**src/rtl/fsr_pkg.sv**
```systemverilog
package fsr_pkg;

    typedef enum logic [3:0] {
        OP_RD       = 4'd0,
        OP_RDSTAT   = 4'd1,
        OP_IDENT    = 4'd2,
        OP_CLRST    = 4'd3,
        OP_PROG     = 4'd4,
        OP_SECT_ER  = 4'd5,
        OP_PLANE_ER = 4'd6,
        OP_CHIP_ER  = 4'd7,
        OP_SUSPEND  = 4'd8,
        OP_RESUME   = 4'd9,
        OP_LOCK     = 4'd10,
        OP_UNLOCK   = 4'd11
    } op_e;

    typedef enum logic [1:0] {
        SL_IDLE = 2'd0,
        SL_RUN  = 2'd1,
        SL_WAIT = 2'd2,
        SL_HELD = 2'd3
    } slot_st_e;

    typedef enum logic [1:0] {
        EK_SECT  = 2'd0,
        EK_PLANE = 2'd1,
        EK_CHIP  = 2'd2
    } ekind_e;

    typedef struct packed {
        logic   start_prog;
        logic   start_erase;
        ekind_e kind;
        logic   susp_e;
        logic   susp_p;
        logic   res_e;
        logic   res_p;
        logic   clr;
        logic   reject;
    } act_t;

    function automatic int max_of(input int a, input int b);
        return (a > b) ? a : b;
    endfunction

    // Codes accepted while a countdown or a suspend latency is running
    function automatic logic busy_ok(input logic [3:0] op);
        return (op == OP_RD) || (op == OP_RDSTAT) || (op == OP_SUSPEND);
    endfunction

    // Codes accepted while a program is held
    function automatic logic psusp_ok(input logic [3:0] op);
        return (op == OP_RD) || (op == OP_RDSTAT) || (op == OP_IDENT) ||
               (op == OP_RESUME);
    endfunction

    // Codes accepted while only an erase is held
    function automatic logic esusp_ok(input logic [3:0] op);
        return (op == OP_RD)      || (op == OP_RDSTAT) || (op == OP_IDENT) ||
               (op == OP_CLRST)   || (op == OP_PROG)   || (op == OP_SUSPEND) ||
               (op == OP_RESUME)  || (op == OP_LOCK)   || (op == OP_UNLOCK);
    endfunction

    function automatic ekind_e kind_of(input logic [3:0] op);
        case (op)
            OP_PLANE_ER: return EK_PLANE;
            OP_CHIP_ER:  return EK_CHIP;
            default:     return EK_SECT;
        endcase
    endfunction

endpackage

```
**src/rtl/fsr_slot.sv**
```systemverilog
module fsr_slot
    import fsr_pkg::*;
#(
    parameter int CNT_W = 16,
    parameter int LAT   = 500
) (
    input  logic             clk,
    input  logic             rst,
    input  logic             start,
    input  logic [CNT_W-1:0] start_len,
    input  logic             susp_req,
    input  logic             resume_req,
    output slot_st_e         st
);
    localparam int LAT_W = $clog2(LAT + 1);

    logic [CNT_W-1:0] rem;
    logic [LAT_W-1:0] lat;

    always_ff @(posedge clk) begin
        if (rst) begin
            st  <= SL_IDLE;
            rem <= '0;
            lat <= '0;
        end else begin
            case (st)
                SL_IDLE: begin
                    if (start) begin
                        st  <= SL_RUN;
                        rem <= start_len;
                    end
                end
                SL_RUN: begin
                    if (rem <= CNT_W'(1)) begin
                        st <= SL_IDLE;          // completion wins over suspend
                    end else begin
                        rem <= rem - CNT_W'(1);
                        if (susp_req) begin
                            st  <= SL_WAIT;
                            lat <= LAT_W'(LAT);
                        end
                    end
                end
                SL_WAIT: begin
                    if (lat <= LAT_W'(1)) st <= SL_HELD;
                    else                  lat <= lat - LAT_W'(1);
                end
                SL_HELD: begin
                    if (resume_req) st <= SL_RUN;
                end
                default: st <= SL_IDLE;
            endcase
        end
    end

    // Independent count of cycles spent waiting for the suspend to settle
    logic [LAT_W:0] wait_cnt;
    always_ff @(posedge clk) begin
        if (rst || st != SL_WAIT) wait_cnt <= '0;
        else                      wait_cnt <= wait_cnt + 1'b1;
    end

    AST_SUSP_WITHIN_BOUND: assert property (@(posedge clk) disable iff (rst)
        (st == SL_WAIT) |-> (wait_cnt < (LAT_W+1)'(LAT)));
    AST_HOLD_UNTIL_RESUME: assert property (@(posedge clk) disable iff (rst)
        (st == SL_HELD && !resume_req) |=> (st == SL_HELD));
    AST_START_ONLY_IDLE: assert property (@(posedge clk) disable iff (rst)
        start |-> (st == SL_IDLE));

endmodule

```
**src/rtl/fsr_filter.sv**
```systemverilog
module fsr_filter
    import fsr_pkg::*;
#(
    parameter int PLANE_W = 5,
    parameter int SECT_W  = 6
) (
    input  logic               clk,
    input  logic               rst,
    input  logic               cmd_valid,
    input  logic [3:0]         cmd_op,
    input  logic [PLANE_W-1:0] cmd_plane,
    input  logic [SECT_W-1:0]  cmd_sector,
    input  slot_st_e           e_st,
    input  slot_st_e           p_st,
    input  ekind_e             e_kind,
    input  logic [PLANE_W-1:0] e_plane,
    input  logic [SECT_W-1:0]  e_sector,
    output act_t               act
);
    logic busy;
    logic hits_erased;

    assign busy = (e_st == SL_RUN) || (e_st == SL_WAIT) ||
                  (p_st == SL_RUN) || (p_st == SL_WAIT);

    assign hits_erased = (cmd_plane == e_plane) &&
                         ((e_kind == EK_PLANE) || (cmd_sector == e_sector));

    always_comb begin
        act = '0;
        if (cmd_valid) begin
            if (busy) begin
                if (cmd_op == OP_SUSPEND) begin
                    if (p_st == SL_RUN)                            act.susp_p = 1'b1;
                    else if (e_st == SL_RUN && e_kind != EK_CHIP)  act.susp_e = 1'b1;
                end else if (!busy_ok(cmd_op)) begin
                    act.reject = 1'b1;
                end
            end else if (p_st == SL_HELD) begin
                if (cmd_op == OP_RESUME)      act.res_p  = 1'b1;
                else if (!psusp_ok(cmd_op))   act.reject = 1'b1;
            end else if (e_st == SL_HELD) begin
                if (!esusp_ok(cmd_op)) begin
                    act.reject = 1'b1;
                end else if (cmd_op == OP_RESUME) begin
                    if (cmd_plane == e_plane) act.res_e  = 1'b1;
                    else                      act.reject = 1'b1;
                end else if (cmd_op == OP_PROG) begin
                    if (hits_erased) act.reject     = 1'b1;
                    else             act.start_prog = 1'b1;
                end else if (cmd_op == OP_CLRST) begin
                    act.clr = 1'b1;
                end
            end else begin
                case (cmd_op)
                    OP_PROG:  act.start_prog = 1'b1;
                    OP_SECT_ER, OP_PLANE_ER, OP_CHIP_ER: begin
                        act.start_erase = 1'b1;
                        act.kind        = kind_of(cmd_op);
                    end
                    OP_CLRST: act.clr = 1'b1;
                    default:  ;
                endcase
            end
        end
    end

    AST_SINGLE_ACTION: assert property (@(posedge clk) disable iff (rst)
        $onehot0({act.start_prog, act.start_erase, act.susp_e, act.susp_p,
                  act.res_e, act.res_p, act.clr, act.reject}));

endmodule

```
**src/rtl/fsr_ctrl.sv**
```systemverilog
module fsr_ctrl
    import fsr_pkg::*;
#(
    parameter int PLANE_W   = 5,
    parameter int SECT_W    = 6,
    parameter int PROG_CYC  = 1000,
    parameter int SE_CYC    = 50000,
    parameter int PE_CYC    = 100000,
    parameter int CE_CYC    = 400000,
    parameter int ESUSP_LAT = 750,
    parameter int PSUSP_LAT = 500
) (
    input  logic                    clk,
    input  logic                    rst,
    input  logic                    cmd_valid,
    input  logic [3:0]              cmd_op,
    input  logic [PLANE_W-1:0]      cmd_plane,
    input  logic [SECT_W-1:0]       cmd_sector,
    output logic                    rdy,
    output logic [1:0]              susp_mode,
    output logic [(1<<PLANE_W)-1:0] esr_planes,
    output logic                    err_flag,
    output logic                    cmd_rej
);
    localparam int N_PLANES = 1 << PLANE_W;
    localparam int LEN_MAX  = max_of(max_of(PROG_CYC, SE_CYC), max_of(PE_CYC, CE_CYC));
    localparam int CNT_W    = $clog2(LEN_MAX + 1);

    act_t               act;
    slot_st_e           e_st, p_st;
    ekind_e             e_kind_q;
    logic [PLANE_W-1:0] e_plane_q;
    logic [SECT_W-1:0]  e_sector_q;
    logic [CNT_W-1:0]   erase_len;

    fsr_filter #(.PLANE_W(PLANE_W), .SECT_W(SECT_W)) u_filter (
        .clk        (clk),
        .rst        (rst),
        .cmd_valid  (cmd_valid),
        .cmd_op     (cmd_op),
        .cmd_plane  (cmd_plane),
        .cmd_sector (cmd_sector),
        .e_st       (e_st),
        .p_st       (p_st),
        .e_kind     (e_kind_q),
        .e_plane    (e_plane_q),
        .e_sector   (e_sector_q),
        .act        (act)
    );

    always_comb begin
        case (act.kind)
            EK_PLANE: erase_len = CNT_W'(PE_CYC);
            EK_CHIP:  erase_len = CNT_W'(CE_CYC);
            default:  erase_len = CNT_W'(SE_CYC);
        endcase
    end

    fsr_slot #(.CNT_W(CNT_W), .LAT(ESUSP_LAT)) u_erase (
        .clk        (clk),
        .rst        (rst),
        .start      (act.start_erase),
        .start_len  (erase_len),
        .susp_req   (act.susp_e),
        .resume_req (act.res_e),
        .st         (e_st)
    );

    fsr_slot #(.CNT_W(CNT_W), .LAT(PSUSP_LAT)) u_prog (
        .clk        (clk),
        .rst        (rst),
        .start      (act.start_prog),
        .start_len  (CNT_W'(PROG_CYC)),
        .susp_req   (act.susp_p),
        .resume_req (act.res_p),
        .st         (p_st)
    );

    always_ff @(posedge clk) begin
        if (rst) begin
            e_kind_q   <= EK_SECT;
            e_plane_q  <= '0;
            e_sector_q <= '0;
        end else if (act.start_erase) begin
            e_kind_q   <= act.kind;
            e_plane_q  <= cmd_plane;
            e_sector_q <= cmd_sector;
        end
    end

    always_ff @(posedge clk) begin
        if (rst) begin
            err_flag <= 1'b0;
            cmd_rej  <= 1'b0;
        end else begin
            cmd_rej <= act.reject;
            if (act.reject)   err_flag <= 1'b1;
            else if (act.clr) err_flag <= 1'b0;
        end
    end

    assign rdy       = !((e_st == SL_RUN) || (e_st == SL_WAIT) ||
                         (p_st == SL_RUN) || (p_st == SL_WAIT));
    assign susp_mode = {p_st == SL_HELD, e_st == SL_HELD};

    for (genvar i = 0; i < N_PLANES; i++) begin : g_esr
        assign esr_planes[i] = (e_st == SL_HELD) && (e_plane_q == PLANE_W'(i));
    end

    AST_CHIP_NEVER_HELD: assert property (@(posedge clk) disable iff (rst)
        (e_kind_q == EK_CHIP) |-> (e_st == SL_IDLE || e_st == SL_RUN));
    AST_ESR_ONEHOT: assert property (@(posedge clk) disable iff (rst)
        $onehot0(esr_planes));
    AST_REJ_FLAGS_ERR: assert property (@(posedge clk) disable iff (rst)
        cmd_rej |-> err_flag);
    AST_NEST_ORDER: assert property (@(posedge clk) disable iff (rst)
        (p_st == SL_HELD) |-> (e_st == SL_IDLE || e_st == SL_HELD));

endmodule

```
**config.mk**
```make
export PLATFORM = sky130hd
export DESIGN_NAME = fsr_ctrl
export DESIGN_NICKNAME = d
export VERILOG_FILES = /design/src/rtl/fsr_pkg.sv /design/src/rtl/fsr_slot.sv /design/src/rtl/fsr_filter.sv /design/src/rtl/fsr_ctrl.sv
export SDC_FILE = /design/constraint.sdc
export NUM_CORES = 1
export LEC_CHECK = 0
export BUFFER_PORTS_ARGS = -buffer_cell sky130_fd_sc_hd__buf_4
export CORE_MARGIN = 2
export CORE_UTILIZATION = 64
export CTS_CLUSTER_DIAMETER = 120
export DETAILED_ROUTE_END_ITERATION = 16
export PLACE_DENSITY = 0.86
export REMOVE_ABC_BUFFERS = 1
export SYNTH_ARGS = -nofsm -noshare
export SYNTH_HDL_FRONTEND = slang
export SYNTH_SLANG_ARGS = --single-unit
```
**constraint.sdc**
```tcl
create_clock -name clk -period 6.17 [get_ports clk]
set_input_delay 0 -clock clk [delete_from_list [all_inputs] [get_ports clk]]
set_output_delay 0 -clock clk [all_outputs]
set_load 0.02 [all_outputs]
```
* After elaboration in Yosys (flattened, before gate mapping)
Cells that the tools add are included.
Operators by class: reduce and logical (&&, ||, !) cells 65, shifts and indexed selects 0, $add $sub $neg 4, $mul 0, multiplexer cells 72, bitwise logic cells 0, divide/modulo/power cells 0, magnitude comparators 4, equality and inequality tests 68
Operators with widths (count):
- $pmux 19 s2 | 3
- $eq 5x5->1 const B | 16
- $mux 19 | 4
- $eq 5x4->1 const B | 8
- $mux 10 | 4
- $le 19x1->1 const B | 2
- $sub 19x1->19 const B | 2
- $mux 1 | 36
- $logic_and 1x1->1 | 34
- $mux 9 | 3
- $mux 2 | 12
- $eq 5x3->1 const B | 4
- $pmux 10 s2 | 1
- $ne 2x2->1 const B | 9
- $pmux 9 s2 | 1
- $eq 4x3->1 const B | 4
- $eq 4x4->1 const B | 4
- $pmux 2 s4 | 2
- $reduce_and 4->1 | 4
- $logic_or 1x1->1 | 14
- $eq 2x2->1 const B | 5
- $eq 5x2->1 const B | 2
- $le 10x1->1 const B | 1
- $reduce_bool 2->1 | 5
- 20 further kinds | 33
Word-level totals: latch bits 0, bits in read-only memories 0, register bits after elaboration 76, memories 0, memory bits (writable) 0

* Depth between registers and ports, before layout
depth in word-level cells 18, gate-level depth with buffers 11

* By module
A second synthesis with hierarchy kept.
Unflattened totals: cells, all modules 691, area total of the unflattened synthesis 5307.6 sq um
Modules (own cells, without submodules):
- fsr_slot (u_prog) | cells each 268, area each 2060.7 sq um, times used 1, seq. area each 600.6 sq um
- fsr_slot (u_erase) | cells each 255, area each 2008.2 sq um, times used 1, seq. area each 620.6 sq um
- fsr_ctrl | cells each 108, area each 833.3 sq um, times used 1, seq. area each 300.3 sq um
- fsr_filter | cells each 60, area each 405.4 sq um, times used 1, seq. area each 0.0 sq um

* Least setup slack after synthesis
No wires, ideal clock.
path kind register to register, start register u_erase.st[0], end register u_erase.rem[7], required time 6092 ps, stages on the path, launching flop included 11, clock period less this slack 2725 ps, setup time 78 ps, arrival time 2648 ps, setup slack 3445 ps, cell sequence dfxtp_1 inv_1 ha_1 nor4_4 nand3_1 or4_1 ha_1 nor2b_1 a31oi_1 nor2_1 nor3_1
On the way: word-level cells in the longest chain between the ends 10
RTL lines:
- start, declared | RTL line fsr_slot.sv:13 | output slot_st_e st
- start signal, assigned | RTL line fsr_slot.sv:22 | st <= SL_IDLE;
- start signal, assigned | RTL line fsr_slot.sv:29 | st <= SL_RUN;
- start signal, assigned | RTL line fsr_slot.sv:35 | st <= SL_IDLE;
- $eq 2x1->1 or $eq 2x2->1 (tied branches) | RTL line fsr_slot.sv:26, fsr_filter.sv:23
- $logic_or 1x1->1 (2 in series) | RTL line fsr_filter.sv:23 | assign busy = (e_st == SL_RUN) || (e_st == SL_WAIT) ||
- $logic_or 1x1->1 | RTL line fsr_filter.sv:24 | (p_st == SL_RUN) || (p_st == SL_WAIT);
- $mux 4 | RTL line fsr_filter.sv:32 | if (busy) begin
- $mux 10 | RTL line fsr_filter.sv:31 | if (cmd_valid) begin
- $eq 2x2->1 or $eq 2x1->1 (tied branches) | RTL line fsr_ctrl.sv:52 | case (act.kind)
- $pmux 19 s2 | RTL line fsr_ctrl.sv:52
- $mux 19 | RTL line fsr_slot.sv:28 | if (start) begin
- $pmux 19 s2 | RTL line fsr_slot.sv:26 | case (st)
- end signal, assigned | RTL line fsr_slot.sv:30 | rem <= start_len;
- end signal, assigned | RTL line fsr_slot.sv:37 | rem <= rem - CNT_W'(1);
- end, declared | RTL line fsr_slot.sv:17 | logic [CNT_W-1:0] rem;
Several ways; a longest one is shown, not always the timed one. The select of a mux whose other input is x is not followed. A chain may end at the register's enable or synchronous reset.

* Worst setup path in the final report
start register u_prog.st[0], end register u_erase.rem[6]
On the way: word-level cells in the longest chain between the ends 9
RTL lines (RTL line):
- start, declared | fsr_slot.sv:13
- start signal, assigned | fsr_slot.sv:22
- start signal, assigned | fsr_slot.sv:29
- start signal, assigned | fsr_slot.sv:35
- $eq 2x1->1 | fsr_filter.sv:24
- $logic_or 1x1->1 | fsr_filter.sv:23
- $logic_or 1x1->1 | fsr_filter.sv:24
- $mux 4 (*) | fsr_filter.sv:32
- $mux 10 (*) | fsr_filter.sv:31
- $eq 2x2->1 or $eq 2x1->1 (tied branches) | fsr_ctrl.sv:52
- $pmux 19 s2 | fsr_ctrl.sv:52
- $mux 19 | fsr_slot.sv:28
- $pmux 19 s2 | fsr_slot.sv:26
Mark *: on every way between the ends. The rest lies on a longest branch, timed or not. The select of a mux whose other input is x is not followed.

==> impl_metrics.toml <==
[run_status]
outcome = "completed"

[layout]
syn2layout_area_growth_pct = 15.3
fill_cells = 538
post_route_cells_drive_above_1_share_pct = 13.8
antenna_cells = 0
layout.nets = 707

[worst_setup_path]
reg2reg_depth = 9
worstSetupStartpointType = "flip-flop"
rr_endpoint = "u_erase.rem[6]$_SDFFE_PP0P_"
crit_required_ns = 6.42
regToRegSetupSlack_ns = 2.94
cp.arrival_ns = 3.49
endpoint_kind = "flip-flop"
crit_end = "u_erase.rem[6]$_SDFFE_PP0P_"
r2r_start = "u_prog.st[0]$_SDFFE_PP0P_"
path_class = "flip-flop to flip-flop"
critPathLaunch = "u_prog.st[0]$_SDFFE_PP0P_"
path_max_fanout = 14

[route]
ant_nets = 0
drtPass1Iterations = 5
drt-initial-drc-count = 314
drcViolationCount = 0
wirelength_um = 12300
num_vias = 4842
wl_per_cell_um = 16.0
via_per_inst = 6.28

[sta]
fin_setup_tns_ns = 0
tightest_slew_ns = 1.18
max_slew_margin_pct = 20.9
fin_worst_skew_ns = 0.00977
maxSlewViolCount = 0
final-hold-violation-count = 0
rsz0062_at_grt = "false"
maxClockFrequency_mhz = 309
worst_slack_ns = 2.94
period_share_pct = 52.4
timing.final.crit_period_ns = 3.23
finalSetupViolations = 0

[placed_design]
finalWeightedCongestion = 0.840
dp_slack_ns = 2.98
hpwl_um = 8430
port_buffers = 54

[logic_synthesis]
seq_area_frac_synth_pct = 32.1
synth_cell_type_count = 65
synth.avg_cell_area_um2 = 7.61
ys_top_cells_by_count = "dfxtp_1 (76), nand2_1 (73), nor2_1 (72), a21oi_1 (63), inv_1 (29)"
synth_seq_cells = 76
yosys.area.top_type_share_pct = 32.1
netlist_area_mm2 = 0.00475
synth_area_leaders = "dfxtp_1 (32%), a21oi_1 (6.6%), nand2_1 (5.8%), nor2_1 (5.7%), ha_1 (5.5%)"
yosysMostFrequentCell = "dfxtp_1"
ys.flop_type = "dfxtp_1"
synth.largest_area_cell = "dfxtp_1"
synth_edf_count = 0
synthArstFlopShare_pct = 0
yosys_warnings = 0
syn_inst = 624

[floorplan]
die_w_um = 90.1
die-area_mm2 = 0.00812
die_y_um = 90.1
io_pins = 55
initial_core_util_pct = 65.8
coreArea_mm2 = 0.00721
fp-row-count = 31

[power_and_ir_drop]
clockPowerShare_pct = 17.7
power.share.sequential_pct = 30.6
power_leakage_uw = 0.00213
combPwrFrac_pct = 51.6
power_density_mw_per_mm2 = 430
internal_power_uw = 1290
peakVddDrop_v = 0.000351
power.total_uw = 2350
p_switching_uw = 1060
swShare_pct = 45.0

[global_route]
grt_max_degree = 62
grt_pass1_wl_um = 21100
antenna_found_initial = 0
grt_use_total_pct = 30.9
grt_pass1_vias = 4662
overflow = 0

[clock_network]
cts_buffers = 9
clockBufferDepth = 2
htreeDepth = 3
tritoncts = "done"
clock-sinks = 76
clockRootBuffer = "clkbuf_8"
clk_pin_slew_worst_paths_ns = 0.07
clk_latency_ns = 0.35
post_cts_resized = 0

[worst_hold_path]
hold_path_class = "primary input to flip-flop"

[job]
maxCapViolCount = 0
==> registers in the layout (all words and copies together) (netlist names) <==
signal	cells
u_erase.rem	19
u_prog.st	2
u_prog.lat	9
cmd_rej	1
e_kind_q	2
u_erase.lat	10
e_plane_q	5
err_flag	1
u_prog.rem	19
e_sector_q	6
u_erase.st	2
==> power groups by stage <==
stage	clock network, µW	registers [µW]	logic [µW]
after global placement	0	716	1120
after CTS	420	716	1190
after global routing	448	738	1340
after detailed placement	0	726	1170
final	417	720	1210
after floorplan	0	700	916
==> cells in the final DEF (no fill, tap or decap), types with 10 or more instances in the layout <==
cell / instances
a311oi_1: 11
a21oi_1: 63
or3_1: 18
a31oi_1: 10
clkbuf_8: 10
o21ai_0: 24
nor2_1: 72
nor3_1: 14
o31ai_1: 13
nand3_1: 21
dfxtp_1: 76
nand2_1: 73
dlygate4sd3_1: 11
ha_1: 21
or4_1: 13
inv_1: 29
buf_4: 55
==> per-layer routing <==
metal  up-vias  global-route usage, %  wire, µm
met2       137                   55.3      6330
li1       2353                      -         -
met3        41                   3.77       448
met5         -                      0         0
met1      2311                   36.5      5190
met4         0                   14.6       346
==> cell type report <==
cell class / count / area [µm²] / share of cell area [%]
Multi-Input combinational cell: 486 / 2980 / 54.5
Clock inverter: 4 / 73.8 / 1.35
Clock buffer: 11 / 141 / 2.58
Timing Repair Buffer: 66 / 523 / 9.56
Tap cell: 99 / 124 / 2.26
Sequential cell: 76 / 1520 / 27.8
Inverter: 29 / 109 / 1.99
==> how the worst min path moves through the flow <==
stage / slack [ns] / cells past startpoint / startpoint / end
after global routing: 0.07 / 3 / cmd_op[2] / err_flag$_SDFFE_PP0P_
after floorplan: 0.07 / 1 / rst / e_kind_q[0]$_SDFFE_PP0P_
final: 0.03 / 3 / cmd_op[2] / err_flag$_SDFFE_PP0P_
after CTS: 0.02 / 3 / cmd_op[2] / err_flag$_SDFFE_PP0P_
after detailed placement: 0.27 / 3 / cmd_plane[0] / e_plane_q[0]$_SDFFE_PP0P_
after global placement: 0.27 / 3 / cmd_plane[2] / e_plane_q[2]$_SDFFE_PP0P_
==> through the flow <==
step	util, %	instances	hold WS, ns	area, µm²
6_report	75.9	771	0.0265	5470
5_1_grt	75.9	771	0.0736	5470
4_1_cts	75.9	771	0.0159	5470
3_5_place_dp	71.3	745	0.274	5150
3_3_place_gp	71.3	745	0.268	5150
2_1_floorplan	-	591	0.0691	4610
==> cell families after synthesis <==
kind of cell,Yosys count,synth area share [%]
muxes,3,0.712
adders and majority gates,21,5.54
AOI/OAI and AO/OA,175,24.9
and+or+nand+nor,271,28.7
xor gates and xnor gates,16,2.95
DFF,76,32.1
buffers and inverters,62,5.17
==> timing repair <==
action | 4_1_cts | 5_1_grt
hold endpoints to repair | 11 | 0
hold buffers | 11 | 0
buffers inserted | 0 | 0
==> critical path, cell delays in order, from the launching register on <==
cell     delay (ns)
dfxtp_1        0.41
inv_1          0.10
ha_1           0.39
nor4_4         0.47
nand3_1        0.26
or4_1          0.54
ha_1           0.33
nor2b_1        0.30
a31oi_1        0.08
o32ai_1        0.25
No activity file was read; power rests on OpenSTA's default activity.
